--- src/rtl/rom_map_pkg.sv ---
package rom_map_pkg;
  // Placement of the low ROM bank (secondary register bits 4:3)
  typedef enum logic [1:0] {
    LB_AT_0000      = 2'b00,
    LB_AT_4000      = 2'b01,
    LB_AT_8000      = 2'b10,
    LB_AT_0000_REGS = 2'b11
  } low_place_e;

  typedef struct packed {
    logic [1:0] place;
    logic [2:0] page;
  } sec_map_t;

  localparam int unsigned REGION_W = 2;
  localparam logic [REGION_W-1:0] REGION_REGS = 2'd1;
  localparam logic [REGION_W-1:0] REGION_HIGH = 2'd3;
endpackage

--- src/rtl/rom_map_regs.sv ---
module rom_map_regs
  import rom_map_pkg::*;
#(
  parameter int unsigned SEL_W = 8
) (
  input  logic             clk,
  input  logic             rst_n,
  input  logic [7:0]       io_data,
  input  logic             upsel_wr,
  input  logic             mode_wr,
  input  logic             lock_open,
  output logic [SEL_W-1:0] upsel_q,
  output sec_map_t         sec_q,
  output logic             low_dis_q,
  output logic             up_dis_q
);
  logic mode_pattern;
  logic sec_load;

  assign mode_pattern = (io_data[7:6] == 2'b10);
  assign sec_load     = mode_pattern && io_data[5] && lock_open;

  always_ff @(posedge clk) begin
    if (!rst_n) begin
      upsel_q   <= '0;
      sec_q     <= '0;
      low_dis_q <= 1'b0;
      up_dis_q  <= 1'b0;
    end else begin
      if (upsel_wr) upsel_q <= io_data[SEL_W-1:0];
      if (mode_wr && sec_load) begin
        sec_q <= sec_map_t'(io_data[4:0]);
      end else if (mode_wr && mode_pattern) begin
        low_dis_q <= io_data[2];
        up_dis_q  <= io_data[3];
      end
    end
  end

  assert_locked_sec_hold_R5: assert property (@(posedge clk) disable iff (!rst_n)
    (mode_wr && io_data[7:5] == 3'b101 && !lock_open) |=> $stable(sec_q));

  assert_open_sec_keeps_dis_R5: assert property (@(posedge clk) disable iff (!rst_n)
    (mode_wr && io_data[7:5] == 3'b101 && lock_open) |=> ($stable(low_dis_q) && $stable(up_dis_q)));

  assert_foreign_ignored_R6: assert property (@(posedge clk) disable iff (!rst_n)
    (mode_wr && io_data[7:6] != 2'b10 && !upsel_wr)
      |=> ($stable(sec_q) && $stable(low_dis_q) && $stable(up_dis_q) && $stable(upsel_q)));
endmodule

--- src/rtl/rom_map_upper.sv ---
module rom_map_upper #(
  parameter int unsigned SEL_W       = 8,
  parameter int unsigned PAGE_W      = 5,
  parameter int unsigned DISK_CODE_A = 0,
  parameter int unsigned DISK_CODE_B = 7,
  parameter int unsigned PAGE_DEFLT  = 1,
  parameter int unsigned PAGE_DISK   = 3
) (
  input  logic              clk,
  input  logic              rst_n,
  input  logic [SEL_W-1:0]  sel,
  input  logic              disk_strap,
  output logic [PAGE_W-1:0] page
);
  localparam logic [SEL_W-1:0]  CODE_A = SEL_W'(DISK_CODE_A);
  localparam logic [SEL_W-1:0]  CODE_B = SEL_W'(DISK_CODE_B);
  localparam logic [PAGE_W-1:0] PG_DEF = PAGE_W'(PAGE_DEFLT);
  localparam logic [PAGE_W-1:0] PG_DSK = PAGE_W'(PAGE_DISK);

  logic [SEL_W-1:0] disk_code;
  logic             direct;

  assign disk_code = disk_strap ? CODE_B : CODE_A;
  assign direct    = sel[SEL_W-1];

  always_comb begin
    if (direct)                 page = sel[PAGE_W-1:0];
    else if (sel == disk_code)  page = PG_DSK;
    else                        page = PG_DEF;
  end

  assert_small_sel_fixed_R2: assert property (@(posedge clk) disable iff (!rst_n)
    !sel[SEL_W-1] |-> (page == PG_DEF || page == PG_DSK));
endmodule

--- src/rtl/rom_map_decode.sv ---
module rom_map_decode
  import rom_map_pkg::*;
#(
  parameter int unsigned PAGE_W = 5
) (
  input  logic                clk,
  input  logic                rst_n,
  input  logic [REGION_W-1:0] region,
  input  logic                mem_rd,
  input  logic                mem_wr,
  input  logic                ext_rom_dis,
  input  logic                low_dis,
  input  logic                up_dis,
  input  sec_map_t            sec,
  input  logic [PAGE_W-1:0]   high_page,
  output logic [PAGE_W-1:0]   cart_page,
  output logic                rom_cs,
  output logic                ram_wr_thru,
  output logic                reg_page_sel
);
  localparam int unsigned LOW_PG_W = $bits(sec.page);

  logic [REGION_W-1:0] low_region;
  logic                regs_on, in_regs, in_low, in_high, rom_hit;

  always_comb begin
    unique case (low_place_e'(sec.place))
      LB_AT_4000: low_region = 2'd1;
      LB_AT_8000: low_region = 2'd2;
      default:    low_region = 2'd0;
    endcase
  end

  assign regs_on = (low_place_e'(sec.place) == LB_AT_0000_REGS);
  assign in_regs = regs_on && (region == REGION_REGS);
  assign in_low  = (region == low_region);
  assign in_high = (region == REGION_HIGH);
  assign rom_hit = !ext_rom_dis && !in_regs &&
                   ((in_low && !low_dis) || (in_high && !up_dis));

  assign cart_page    = in_high ? high_page : {{(PAGE_W-LOW_PG_W){1'b0}}, sec.page};
  assign rom_cs       = rom_hit && mem_rd;
  assign ram_wr_thru  = rom_hit && mem_wr;
  assign reg_page_sel = in_regs && (mem_rd || mem_wr);

  assert_regpage_exclusive_R11: assert property (@(posedge clk) disable iff (!rst_n)
    reg_page_sel |-> (!rom_cs && !ram_wr_thru));

  assert_ext_disable_R9: assert property (@(posedge clk) disable iff (!rst_n)
    ext_rom_dis |-> (!rom_cs && !ram_wr_thru));

  assert_cs_needs_read_R10: assert property (@(posedge clk) disable iff (!rst_n)
    rom_cs |-> mem_rd);

  assert_thru_needs_write_R10: assert property (@(posedge clk) disable iff (!rst_n)
    ram_wr_thru |-> mem_wr);
endmodule

--- src/rtl/rom_page_mapper.sv ---
module rom_page_mapper
  import rom_map_pkg::*;
#(
  parameter int unsigned ADDR_W      = 16,
  parameter int unsigned SEL_W       = 8,
  parameter int unsigned PAGE_W      = 5,
  parameter int unsigned DISK_CODE_A = 0,
  parameter int unsigned DISK_CODE_B = 7
) (
  input  logic              clk,
  input  logic              rst_n,
  input  logic [ADDR_W-1:0] cpu_addr,
  input  logic              mem_rd,
  input  logic              mem_wr,
  input  logic [7:0]        io_data,
  input  logic              upsel_wr,
  input  logic              mode_wr,
  input  logic              disk_strap,
  input  logic              ext_rom_dis,
  input  logic              lock_open,
  output logic [PAGE_W-1:0] cart_page,
  output logic              rom_cs,
  output logic              ram_wr_thru,
  output logic              reg_page_sel
);
  logic [SEL_W-1:0]  upsel_q;
  sec_map_t          sec_q;
  logic              low_dis_q, up_dis_q;
  logic [PAGE_W-1:0] high_page;

  rom_map_regs #(.SEL_W(SEL_W)) u_regs (
    .clk(clk), .rst_n(rst_n), .io_data(io_data), .upsel_wr(upsel_wr),
    .mode_wr(mode_wr), .lock_open(lock_open), .upsel_q(upsel_q),
    .sec_q(sec_q), .low_dis_q(low_dis_q), .up_dis_q(up_dis_q)
  );

  rom_map_upper #(
    .SEL_W(SEL_W), .PAGE_W(PAGE_W),
    .DISK_CODE_A(DISK_CODE_A), .DISK_CODE_B(DISK_CODE_B)
  ) u_upper (
    .clk(clk), .rst_n(rst_n), .sel(upsel_q), .disk_strap(disk_strap),
    .page(high_page)
  );

  rom_map_decode #(.PAGE_W(PAGE_W)) u_decode (
    .clk(clk), .rst_n(rst_n), .region(cpu_addr[ADDR_W-1 -: REGION_W]),
    .mem_rd(mem_rd), .mem_wr(mem_wr), .ext_rom_dis(ext_rom_dis),
    .low_dis(low_dis_q), .up_dis(up_dis_q), .sec(sec_q),
    .high_page(high_page), .cart_page(cart_page), .rom_cs(rom_cs),
    .ram_wr_thru(ram_wr_thru), .reg_page_sel(reg_page_sel)
  );
endmodule

--- config.mk ---
export PLATFORM = sky130hd
export DESIGN_NAME = rom_page_mapper
export DESIGN_NICKNAME = d
export VERILOG_FILES = /design/src/rtl/rom_map_pkg.sv /design/src/rtl/rom_map_regs.sv /design/src/rtl/rom_map_upper.sv /design/src/rtl/rom_map_decode.sv /design/src/rtl/rom_page_mapper.sv
export SDC_FILE = /design/constraint.sdc
export NUM_CORES = 1
export LEC_CHECK = 0
export BUFFER_PORTS_ARGS = -buffer_cell sky130_fd_sc_hd__buf_2
export CAP_MARGIN = 20
export CORE_MARGIN = 2
export CORE_UTILIZATION = 44
export CTS_CLUSTER_SIZE = 8
export DETAILED_ROUTE_END_ITERATION = 6
export GPL_TIMING_DRIVEN = 1
export PLACE_DENSITY = 0.77
export SLEW_MARGIN = 20
export SYNTH_ARGS = -nofsm -noshare
export SYNTH_HDL_FRONTEND = slang
export SYNTH_HIERARCHICAL = 1
export SYNTH_SLANG_ARGS = --single-unit
--- constraint.sdc ---
create_clock -name clk -period 1.6 [get_ports clk]
set_input_delay 0.24 -clock clk [delete_from_list [all_inputs] [get_ports clk]]
set_output_delay 0.24 -clock clk [all_outputs]
set_load 0.03 [all_outputs]
# Word level (Yosys, flattened, before mapping)
# Index checks and enable logic that the tools add are counted.
[totals]
reg_bits = 15
in_bits = 33
[classes]
n_eq_ne = 8
muxes = 5
bitwise_logic = 1
n_reduce_logical = 19
[ops]
columns = ["op", "count"]
rows = [
  ["1-bit logical AND", 12],
  ["5-bit two-way mux", 2],
  ["2-bit equality test, second input constant", 4],
  ["8-bit equality test", 1],
  ["2-bit by 1-bit equality test with 1-bit output, second input constant", 2],
  ["1-bit logical NOT", 4],
  ["2-bit case mux with 2 select lines", 1],
  ["3-bit two-way mux", 1],
  ["2-bit equality test", 1],
  ["1-bit logical OR", 2],
  ["2-bit two-way mux", 1],
  ["2-bit AND reduction", 1],
  ["1-bit inverter", 1],
]

# Longest topological paths before layout
# Gate-level depths: netlist of the first run.
[logic_depth]
depth_word = 7
mapped_depth = 4
mapped_depth_nobuf = 4

# Hierarchy
# Netlist of the first run, hierarchy kept.
[modules_own_cells]
columns = ["module", "seq_area_each_um2", "n_inst", "area_per_inst_um2", "cells_each"]
rows = [
  ["rom_map_regs", 300.3, 1, 613.1, 57],
  ["rom_map_decode", 0.0, 1, 156.4, 21],
  ["rom_map_upper", 0.0, 1, 67.6, 9],
]

# Worst setup path before layout of the first run
# OpenSTA, ideal clock, no wires.
[synth_timing]
path_type = "reg2out"
startpoint = "register u_regs/sec_q[3] (netlist name)"
endpoint = "output ram_wr_thru"
stages_incl_launch_ff = 4
arrival_ns = 1.725
path_slack_ns = -0.365
required_ns = 1.360
n_path_buf = 0
path_cell_list = "dfxtp_1 or4b_1 a31o_1 nor3_1"
[synth_between]
elab_chain_cells = 7
word_cells_on_any_way = 12
cone_classes = "4 x eq/ne; 1 x mux; 7 x reduce/logical"
[synth_rtl]
columns = ["item", "line", "source"]
rows = [
  ["2-bit equality test / 2-bit by 1-bit equality test with 1-bit output (equally long branches)", "rom_map_decode.sv:27", "unique case (low_place_e'(sec.place))"],
  ["2-bit case mux with 2 select lines", "rom_map_decode.sv:27", ""],
  ["2-bit equality test", "rom_map_decode.sv:36", "assign in_low = (region == low_region);"],
  ["1-bit logical AND", "rom_map_decode.sv:39", "((in_low && !low_dis) || (in_high && !up_dis));"],
  ["1-bit logical OR", "rom_map_decode.sv:39", ""],
  ["1-bit logical AND *", "rom_map_decode.sv:38", "assign rom_hit = !ext_rom_dis && !in_regs &&"],
  ["1-bit logical AND *", "rom_map_decode.sv:43", "assign ram_wr_thru = rom_hit && mem_wr;"],
  ["end: declaration", "rom_page_mapper.sv:23", "output logic ram_wr_thru,"],
]
# Every way passes the cells marked *; elsewhere a longest branch is shown, timed or not.

# Final worst setup path of the first run
[layout_timing]
startpoint = "register u_regs/sec_q[3] (netlist name)"
endpoint = "output ram_wr_thru"
[layout_between]
elab_chain_cells = 7
word_cells_on_any_way = 12
cone_classes = "4 x eq/ne; 1 x mux; 7 x reduce/logical"
[layout_rtl]
columns = ["item", "line"]
rows = [
  ["2-bit equality test / 2-bit by 1-bit equality test with 1-bit output (equally long branches)", "rom_map_decode.sv:27"],
  ["2-bit case mux with 2 select lines", "rom_map_decode.sv:27"],
  ["2-bit equality test", "rom_map_decode.sv:36"],
  ["1-bit logical AND", "rom_map_decode.sv:39"],
  ["1-bit logical OR", "rom_map_decode.sv:39"],
  ["1-bit logical AND *", "rom_map_decode.sv:38"],
  ["1-bit logical AND *", "rom_map_decode.sv:43"],
]
# Marks and branches as above.

==> flow_summary.json, run 1 <==
{
  "path_buf_inv": 1,
  "cts_made_buffers": 3,
  "most-common-layout-cells": "22 x buf_2, 16 x mux2i_1, 14 x nand2_1, 13 x dfxtp_1, 9 x nor2b_1",
  "cpLargestDelayFamily": "simple AND/OR/NAND/NOR gates",
  "postPlaceCellArea_um2": 1050,
  "dp.cells": 141,
  "finalWirelength_um": 1690,
  "vdd_drop_max_v": 0.000480,
  "synth-async-reset-ratio_pct": 0,
  "synth_area_per_cell_um2": 9.62,
  "swShare_pct": 27.0,
  "max-slew-margin-rel_pct": 80.7,
  "post_cts_buffers": 0,
  "vias": 695,
  "maxCapViolations": 0,
  "antenna_found_initial": 0,
  "min_period_ns": 1.89,
  "hold_viol": 0,
  "diodes": 0,
  "synth_edf_count": 0,
  "synthFlopType": "dfxtp_1",
  "rows": 15,
  "drt_iter0_drc": 11,
  "synth_seq_cells": 15,
  "nets": 154,
  "postSynthCellCount": 87,
  "crit_arrival_ns": 1.65,
  "start_util_pct": 47.4,
  "skew_ns": 0,
  "synth-seq-area-share_pct": 35.9,
  "p_per_area_nw_per_um2": 683,
  "leakagePower_nw": 0.527,
  "gp_congestion": 0.694,
  "syn-cell-area_um2": 837,
  "clkTransAtPathRegs_ns": 0.09,
  "cts-root-buf": "clkbuf_4",
  "area_growth_pct": 34.5,
  "setup_viol": 3,
  "syn_nets": 120,
  "vias_per_cell": 4.79,
  "stdcell_count": 145,
  "grt_pass1_wl_um": 2630,
  "htree_levels": 1,
  "remaining_drc_errors": 0,
  "end_kind": "primary output",
  "power_mw": 0.770,
  "wl_per_cell_um": 11.6,
  "slowest_stage": "or4b_1",
  "p_clk_share_pct": 27.4,
  "firstDrtPassIters": 4,
  "maxSlewViolCount": 0,
  "path_class": "reg2out",
  "cts.path.max_buffers": 2,
  "fin_crit_sh_pct": 118,
  "overflow": 0,
  "fin_area_um2": 1130,
  "die_width_um": 47.6,
  "pin_count": 41,
  "fin_tns_setup_ns": -0.715,
  "grt_pass1_vias": 644,
  "violations": "negative setup slack",
  "core_area_um2": 1760,
  "port_buffers": 26,
  "combPwrFrac_pct": 20.3,
  "p_int_mw": 0.561,
  "startpoint_type": "flip-flop",
  "yosys_warnings": 6,
  "ys_types": 30,
  "required_ns": 1.36,
  "worst_pin_slew_ns": 0.289,
  "hpwl_um": 1340,
  "status": "finished, violations left",
  "drive_gt1_share_pct": 44.2,
  "layout_commonest_cell": "buf_2",
  "rsz0062_at_grt": "yes",
  "ant_nets": 0,
  "slowest_delay_ns": 0.51,
  "power.share.sequential_pct": 52.3,
  "path_cells": "or4b_1, a31o_4, nor3_4, buf_6",
  "worst_hold_path_type": "in2reg",
  "setup_slack_ns": -0.286,
  "fp.dieArea_um2": 2270,
  "grt_max_degree": 21,
  "track_usage_pct": 17.1,
  "hold_buffers": 0,
  "clock-sinks": 15,
  "worstPathMaxFanout": 2,
  "insertion_delay_ns": 0.28,
  "max_freq_ghz": 0.530,
  "cts_tree": "yes",
  "die_h_um": 47.6,
  "p_sw_mw": 0.208,
  "r2r_slack_ns": 0.84
}
[what timing repair did]
item,CTS,global route
pin swaps,2,0
gates resized for setup,10,4
endpoints found under the hold margin,0,0
setup endpoints to repair,3,4
[worst register-to-register path, stage by stage (launching register included)]
cell     delay [ns]
dfxtp_2        0.34
buf_4          0.14
mux2i_1        0.12
nor2b_1        0.05
[per-layer routing]
layer	up-vias	GRT usage [%]	part of all wire [%]
li1	368	-	-
met1	305	19.5	42
met2	20	29.7	52
met3	2	3.40	6.4
met4	0	9.73	0.30
met5	-	0	0
[sequential cells by signal (all words and copies together) (netlist names)]
name	cells
u_regs/upsel_q	8
u_regs/up_dis_q	1
u_regs/sec_q	5
u_regs/low_dis_q	1
[per-stage QoR]
step | worst slack [ns] | hold slack, ns | util [%]
4_1_cts | -0.295 | 0.199 | 63.4
3_3_place_gp | -0.0576 | 0.441 | 59.5
6_report | -0.286 | 0.214 | 63.8
3_5_place_dp | -0.0639 | 0.457 | 59.5
2_1_floorplan | 0.0229 | 0.382 | -
5_1_grt | -0.349 | 0.222 | 63.8
[path summary, 6_finish.rpt]
check | from | endpoint | cells after the start
max | u_regs/sec_q[3] | ram_wr_thru | 4
min | io_data[4] | u_regs/sec_q[4] | 3
max reg2reg | u_regs/upsel_q[7] | u_regs/upsel_q[7] | 3
min reg2reg | u_regs/sec_q[0] | u_regs/sec_q[0] | 2
[Yosys cell counts (2+ instances only)]
library cell  instances  share of area (%)
nand3b_1              2                1.8
dfxtp_1              15                 36
mux2_2                3                4.0
nor2_1                2               0.90
mux2i_1              16                 19
nor3_1                2                1.2
and2_1                2                1.5
nor2b_1               9                6.7
nand2_1              14                6.3
and3_2                2                1.8
[layout make-up]
class,count,area (um2)
Multi-Input combinational cell,68,561
Clock inverter,1,5.00
Sequential cell,15,303
Tap cell,25,31.3
Clock buffer,3,22.5
Timing Repair Buffer,32,200
Fill cell,158,638
Inverter,1,3.75
[cells by family (layout without fill, tap and decap cells)]
family	Yosys count	in the layout	synth area share (%)
simple gates	45	45	34.5
mux	19	19	23.2
flops	15	15	35.9
buf+inv	4	37	2.39
compound gates	3	3	2.99
xor+xnor	1	1	1.05
[power groups by stage]
stage / sequential (mW) / combinational, mW / clock, mW
3_3_place_gp: 0.408 / 0.141 / 0
2_1_floorplan: 0.406 / 0.0927 / 0
4_1_cts: 0.402 / 0.157 / 0.224
6_report: 0.402 / 0.156 / 0.211
5_1_grt: 0.404 / 0.171 / 0.236
3_5_place_dp: 0.408 / 0.145 / 0
Power figures use the tool's default switching activity.
==> run 2, diff against run 1 <==
--- a/config.mk
+++ b/config.mk
@@ -8,11 +8,10 @@
 export BUFFER_PORTS_ARGS = -buffer_cell sky130_fd_sc_hd__buf_2
 export CAP_MARGIN = 20
 export CORE_MARGIN = 2
-export CORE_UTILIZATION = 44
-export CTS_CLUSTER_SIZE = 8
+export CORE_UTILIZATION = 48
 export DETAILED_ROUTE_END_ITERATION = 6
 export GPL_TIMING_DRIVEN = 1
-export PLACE_DENSITY = 0.77
+export PLACE_DENSITY = 0.83
 export SLEW_MARGIN = 20
 export SYNTH_ARGS = -nofsm -noshare
 export SYNTH_HDL_FRONTEND = slang
==> constraint.sdc (replaced) <==
create_clock -name clk -period 2.2 [get_ports clk]
set_input_delay 0.33 -clock clk [delete_from_list [all_inputs] [get_ports clk]]
set_output_delay 0.33 -clock clk [all_outputs]
set_load 0.03 [all_outputs]
==> run 2 against run 1 <==
Net effect: the flow now finishes without violations; global-route usage rose by 0.052 points; register-to-register slack improved by 0.63 ns; flip-flop and latch count did not move; first-iteration DRC count fell by 45%; via count rose by 0.43%; final cell count fell by 9.7%; hold slack improved by 0.098 ns; clock-buffer cell count rose by 1; critical path depth did not move; setup slack improved by 0.38 ns.
==> flow_summary.json, run 2 (same netlist as run 1, synthesis figures left out) <==
{
  "worst_pin_slew_ns": 0.294,
  "largest_reg_flops": 8,
  "setup_slack_ns": 0.0981,
  "startpoint_type": "flip-flop",
  "die_h_um": 45.8,
  "maxCapViolations": 0,
  "vias_per_cell": 5.33,
  "cts-root-buf": "clkbuf_4",
  "cts_resized": 0,
  "cts_made_buffers": 3,
  "hpwl_um": 1290,
  "drt_iter0_drc": 6,
  "met3WireLength_um": 86,
  "top_regs": "u_regs/upsel_q: 8 flops, u_regs/sec_q: 5 flops",
  "fp.dieArea_um2": 2090,
  "start_util_pct": 49.6,
  "hold_buffers": 0,
  "grt_pass1_wl_um": 2580,
  "route.met2.wl_um": 803,
  "cts_tree": "yes",
  "area_growth_pct": 19.3,
  "leakagePower_nw": 0.474,
  "fin_area_um2": 998,
  "vdd_drop_max_v": 0.000260,
  "status": "complete, no violations",
  "post_cts_buffers": 0,
  "min_period_ns": 2.10,
  "nFillCells": 152,
  "grt_max_degree": 21,
  "clock-sinks": 15,
  "postPlaceCellArea_um2": 972,
  "port_buffers": 26,
  "die_width_um": 45.8,
  "combPwrFrac_pct": 17.3,
  "nets": 148,
  "skew_ns": 0,
  "swShare_pct": 26.2,
  "power.share.sequential_pct": 54.3,
  "fin_tns_setup_ns": 0,
  "maxSlewViolCount": 0,
  "insertion_delay_ns": 0.27,
  "multi_input_area_um2": 517,
  "regMostFlops": "u_regs/upsel_q",
  "max-slew-margin-rel_pct": 80.4,
  "end_kind": "primary output",
  "p_sw_mw": 0.141,
  "wl_per_cell_um": 12.6,
  "required_ns": 1.87,
  "p_per_area_nw_per_um2": 539,
  "pin_count": 41,
  "crit_path_start": "u_regs/sec_q[3]",
  "most-common-layout-cells": "26 x buf_2, 16 x mux2i_1, 15 x dfxtp_1, 14 x nand2_1, 9 x nor2b_1",
  "path_class": "reg2out",
  "rsz0062_at_grt": "no",
  "vias": 698,
  "worst_hold_path_type": "in2reg",
  "layout_commonest_cell": "buf_2",
  "antenna_found_initial": 0,
  "regArea_um2": 300,
  "hold_start": "io_data[0]",
  "dp_slack_ns": 0.241,
  "track_usage_pct": 17.2,
  "p_clk_share_pct": 28.5,
  "cts.path.max_buffers": 2,
  "diodes": 0,
  "overflow": 0,
  "rows": 15,
  "htree_levels": 1,
  "max_freq_ghz": 0.476,
  "setup_viol": 0,
  "dr.max_layer_used": "met4",
  "hold_viol": 0,
  "firstDrtPassIters": 3,
  "p_int_mw": 0.397,
  "clkTransAtPathRegs_ns": 0.08,
  "crit_arrival_ns": 1.77,
  "gp_congestion": 0.694,
  "core_area_um2": 1690,
  "worstPathMaxFanout": 5,
  "timing.rr.start": "u_regs/upsel_q[7]",
  "drive_gt1_share_pct": 36.0,
  "fin_crit_sh_pct": 95.5,
  "remaining_drc_errors": 0,
  "finalWirelength_um": 1650,
  "ant_nets": 0,
  "wl_met1_um": 749,
  "grt_pass1_vias": 642
}
==> run 2: path summary, 6_finish.rpt <==
kind	to	slack [ns]	depth (start not counted)
setup reg to reg	u_regs/upsel_q[7]	1.47	2
hold / removal	u_regs/sec_q[0]	0.31	3
setup / recovery	rom_cs	0.1	4
hold reg to reg	u_regs/sec_q[0]	0.46	2
==> run 2: power by group through the flow <==
stage | Sequential [mW] | Clock (mW) | Combinational [mW]
3_3_place_gp | 0.298 | 0 | 0.0905
4_1_cts | 0.292 | 0.159 | 0.0938
5_1_grt | 0.294 | 0.169 | 0.101
6_report | 0.292 | 0.153 | 0.0929
3_5_place_dp | 0.298 | 0 | 0.0936
2_1_floorplan | 0.295 | 0 | 0.0623
==> run 2: through the flow <==
stage	hold slack [ns]	instances	util, %	power (mW)
3_3_place_gp	0.441	127	57.6	0.388
4_1_cts	0.304	131	59.1	0.545
5_1_grt	0.317	131	59.1	0.564
3_5_place_dp	0.453	127	57.6	0.392
2_1_floorplan	0.431	87	-	0.358
6_report	0.312	131	59.1	0.538
==> run 2: critical path, cell delays in order, from the launching register on <==
cell and delay [ns]:
dfxtp_1 0.36, or4b_1 0.51, a31o_1 0.24, nor3_1 0.17
buf_2 0.22
==> run 2: area by class of cell <==
class / count / share of cell area [%]
clock buffers: 4 / 2.63
flip-flops and latches: 15 / 30.1
well taps: 17 / 2.13
multi-input cells: 68 / 51.8
inverters: 1 / 0.376
repair buffers: 26 / 13.0
==> run 2: routing by layer <==
metal | GRT usage (%) | vias to the layer above
met5 | 0 | -
met4 | 8.57 | 0
met3 | 2.78 | 2
met2 | 29.6 | 21
met1 | 20.4 | 319
li1 | - | 356
